File: config.mk
export PLATFORM = sky130hd
export DESIGN_NAME = ts_sorted_readout
export DESIGN_NICKNAME = d
export VERILOG_FILES = /design/src/rtl/ts_sorted_readout.sv
export SDC_FILE = /design/constraint.sdc
export NUM_CORES = 2
export LEC_CHECK = 0
export BUFFER_PORTS_ARGS = -buffer_cell sky130_fd_sc_hd__buf_2
export CORE_MARGIN = 8
export CORE_UTILIZATION = 53
export DETAILED_ROUTE_END_ITERATION = 8
export PLACE_DENSITY = 0.69
export SETUP_SLACK_MARGIN = 0.1
export SYNTH_ARGS = -nofsm -noshare
export SYNTH_HDL_FRONTEND = slang
export SYNTH_SLANG_ARGS = --single-unit
export TNS_END_PERCENT = 10
File: constraint.sdc
create_clock -name clk -period 166.7 [get_ports clk]
set_clock_uncertainty 0.2 [all_clocks]
set_input_delay 0 -clock clk [delete_from_list [all_inputs] [get_ports clk]]
set_output_delay 0 -clock clk [all_outputs]
set_load 0.05 [all_outputs]
File: src/rtl/ts_sorted_readout.sv
module ts_sorted_readout #(
  parameter int ROWS     = 8,
  parameter int COLS     = 8,
  parameter int TS_W     = 8,
  parameter int TICK_DIV = 5,
  parameter int LATENCY  = 60,
  localparam int RW = (ROWS > 1) ? $clog2(ROWS) : 1,
  localparam int CW = (COLS > 1) ? $clog2(COLS) : 1
) (
  input  logic                 clk,
  input  logic                 rst,
  input  logic [ROWS*COLS-1:0] hit_i,
  input  logic                 trig_i,
  input  logic                 trig_mode_i,
  input  logic                 out_ready_i,
  output logic                 out_valid_o,
  output logic [RW-1:0]        out_row_o,
  output logic [CW-1:0]        out_col_o,
  output logic [TS_W-1:0]      out_ts_o
);
  localparam int NPIX = ROWS * COLS;
  localparam int IW   = (NPIX > 1) ? $clog2(NPIX) : 1;
  localparam int DW   = (TICK_DIV > 1) ? $clog2(TICK_DIV) : 1;

  logic [DW-1:0]   div_q;
  logic [TS_W-1:0] ts_q;
  logic [NPIX-1:0] occ_q, arm_q;
  logic [TS_W-1:0] pts_q [NPIX];
  logic [TS_W-1:0] age_w [NPIX];

  logic            sel_found;
  logic [IW-1:0]   sel_idx;
  logic [TS_W-1:0] sel_age;

  wire             tick    = (div_q == DW'(TICK_DIV - 1));
  wire [TS_W-1:0]  trig_ts = ts_q - TS_W'(LATENCY);
  wire             take    = out_valid_o && out_ready_i;

  always_ff @(posedge clk) begin
    if (rst) begin
      div_q <= '0;
      ts_q  <= '0;
    end else if (tick) begin
      div_q <= '0;
      ts_q  <= ts_q + 1'b1;
    end else begin
      div_q <= div_q + 1'b1;
    end
  end

  always_comb begin
    for (int p = 0; p < NPIX; p++) age_w[p] = ts_q - pts_q[p];
  end

  always_comb begin
    sel_found = 1'b0;
    sel_idx   = '0;
    sel_age   = '0;
    for (int p = 0; p < NPIX; p++) begin
      if (occ_q[p] && (trig_mode_i ? arm_q[p] : (age_w[p] != '0)) &&
          (!sel_found || age_w[p] > sel_age)) begin
        sel_found = 1'b1;
        sel_idx   = IW'(p);
        sel_age   = age_w[p];
      end
    end
  end

  always_ff @(posedge clk) begin
    if (rst) begin
      occ_q <= '0;
      arm_q <= '0;
      for (int p = 0; p < NPIX; p++) pts_q[p] <= '0;
    end else begin
      for (int p = 0; p < NPIX; p++) begin
        if (occ_q[p]) begin
          if (take && sel_idx == IW'(p)) begin
            occ_q[p] <= 1'b0;
            arm_q[p] <= 1'b0;
          end else if (trig_mode_i && !arm_q[p] && age_w[p] > TS_W'(LATENCY)) begin
            occ_q[p] <= 1'b0;
          end else if (trig_mode_i && trig_i && pts_q[p] == trig_ts) begin
            arm_q[p] <= 1'b1;
          end
        end else if (hit_i[p]) begin
          occ_q[p] <= 1'b1;
          arm_q[p] <= 1'b0;
          pts_q[p] <= ts_q;
        end
      end
    end
  end

  assign out_valid_o = sel_found;
  assign out_row_o   = RW'(sel_idx / IW'(COLS));
  assign out_col_o   = CW'(sel_idx % IW'(COLS));
  assign out_ts_o    = pts_q[sel_idx];

endmodule

==> metrics.md <==
| Metric | Value |
|---|---|
| Min-Delay Path Class | in2reg |
| Vias | around 84000 |
| YS warnings | 0 |
| Top Ports | 84 |
| Largest net degree at the start of global routing | between 50 and 60 |
| Area contributors post-synth | edfxtp_1 (19%), ha_1 (15%), xnor2_1 (5.1%) |
| Largest stage delay on the critical path | between 1000 and 1500 ps |
| Slew headroom | -3.76% |
| Count leader, synth | ha_1 |
| Unrepaired setup endpoints after global routing | no |
| Dpl cells | approximately 12000 |
| Hold Violations, Final | 0 |
| Final min period | 156790 ps |
| Rows | between 100 and 150 |
| Worst path bufs/invs | 39 |
| Post-CTS Setup Bufs | 0 |
| Setup TNS Final | 0 ps |
| First DRT Iteration DRCs | roughly 13000 |
| Crit Path Category | reg2out |
| Slowest CP cell | o41ai_2 |
| Fraction of registers with async set/reset | 0% |
| CTS Buf Count | between 80 and 90 |
| CP delay by family, top | compound AO/OA/AOI/OAI gates |
| Fillers | 13700 |
| Fin. max-slew vios | 4 |
| Critical Path Fanout Max | 43 |
| Post-DP HPWL | 283000 um |
| Core ar. | 148000 um2 |
| First-pass GRT wire length | approximately 530000 um |
| Status | complete, but fails checks |
| Worst-Skew Late Latency | between 700 and 800 ps |
| Die height | between 400 and 500 um |
| Drt via density | 7.08 |
| Synthesized Nets | around 11000 |
| Sequential fraction of the synthesis area | approximately 23% |
| Clk slew on worst S/H paths | roughly 60 ps |
| DIE WIDTH | 402 um |
| Port Buf Inserts | 83 |
| Antenna violations before repair | 42 |
| Non-Filler Instances | approximately 12000 |
| Residual DRC | 34 |
| Endpoint type of the worst setup path | output pin |
| Gp weighted congestion | 1.13 |
| ANT nets after route | 0 |
| Post-layout nets | 10900 |
| CTS H-tree depth | 3 |
| CTS tree | built |
| # setup viols final | 0 |
| Clock Path Buffers | 3 |
| Fraction of layout cells with a size suffix above 1 | 7.47% |
| Area share of the largest cell type after synthesis | 19.5% |
| Max_cap viols | 2 |
| Synth cell types | 110 |
| Total track usage | a little over two fifths |
| CTS sink cnt | 651 |
| Synth Register Bits | ~650 |
| Fin crit share | 94.1% |
| Gr ovfl total | 0 |
| CP most frequent cell | o21ai_0 |
| EDFF count, synth | around 500 |
| Slew @ Worst Pin | 1550 ps |
| Starting Density | 53.4% |
| Commonest cells in the netlist | ha_1 (957), nor2_1 (922), inv_1 (869) |
| Root buffer cell | clkbuf_16 |
| Worst path arrival time | between 150000 and 200000 ps |
| DRT Wirelength | ~370000 um |
| Post-Syn Area | about 79000 um2 |
| Crit path launch type | flip-flop |
| CP required | 166500 ps |
| Synth Instances | ~9800 |
| FF-to-FF setup slack | around 10000 ps |
| Vias in the first global route | between 70000 and 80000 |
| Syn_area_per_cell | around 8.1 um2 |
| Area growth, synth to finish | 9.08% |
| Main flop type after synthesis | edfxtp_1 |
| DRT Pass-1 Iters | 9 |
| Max Freq | ~6.4 MHz |
| Dominant cell type by area after synthesis | edfxtp_1 |
| DR WL/cell | around 32 um |
| Failing checks | design-rule violations, max-capacitance violations, max-slew violations |
| Die footprint | approximately 160000 um2 |
## registers in the layout, summed over array words and instances (netlist names)
register,cells
arm_q,64
div_q,3
ts_q,8
occ_q,64
pts_q,512
## routing by layer
metal	GRT usage (%)	share of wire, %	routed length, um
met2	62.6	40	149000
met4	29.2	8.5	31800
met3	16.4	15	55500
met5	0	0.059	223
met1	54.5	37	138000
## path summary, 6_finish.rpt
check,endpoint,start,cells after the start
worst max-delay path,out_ts_o[5],ts_q[0],717
worst min-delay path,occ_q[46],hit_i[46],4
worst min register to register,div_q[0],div_q[0],1
worst max register to register,occ_q[54],ts_q[0],717
## through the flow
step           instance area (um2)  worst slack, ps  hold WS [ps]  utilization, %
2_1_floorplan                78900            32110          -106               -
3_3_place_gp                 82200            15150          20.2            55.6
3_5_place_dp                 82200            15160          39.1            55.6
4_1_cts                      86000            13930          9.95            58.2
5_1_grt                      86000              332          70.6            58.2
6_report                     86100             9910          30.2            58.2
## final cells by class
type	instances	area (um2)	area share [%]
antenna	34	85.1	0.0988
clock buffer	108	2240	2.60
clock inverter	42	430	0.500
inverter	872	3280	3.80
multi-input combinational	7861	56400	65.5
sequential	651	18200	21.1
tap	1930	2410	2.80
timing repair buffer	392	3040	3.53
## cell families after synthesis
group,synth area share [%]
and+or+nand+nor,19.7
AOI/OAI and AO/OA,24.8
buffers and inverters,6.00
adders and majority gates,16.8
xor gates and xnor gates,7.62
DFF,23.0
muxes,2.07
## what timing repair did
action,4_1_cts,5_1_grt
gates resized for setup,0,7
endpoints found under the hold margin,745,0
hold buffers,112,0
endpoints found under the setup margin,0,31
## tightest hold or removal path, cell delays in order
cell           delay, ps
dlygate4sd3_1        530
buf_2                160
nand2b_1             110
a21oi_1               70
## placed cells by master, fill, tap and decap left out, types with 82 or more instances in the layout
cell,count
a21o_1,206
nor2_1,912
buf_4,195
a21oi_1,621
inv_1,860
nor3_1,202
edfxtp_1,512
nor4_1,103
o21a_1,203
xnor2_1,456
nand3_1,320
dlygate4sd3_1,112
xor2_1,227
and3_1,91
o21ai_0,627
mux2i_1,87
clkbuf_16,83
ha_1,956
a31oi_1,123
nand2_1,472
nand4_1,105
o211ai_1,113
nor2b_1,157
buf_2,82
a211oi_1,103
dfxtp_1,132
nand2b_1,321
Power is left out: the tool's default activity adds up to more than one toggle a clock period on the data nets, which glitch-free logic cannot reach.
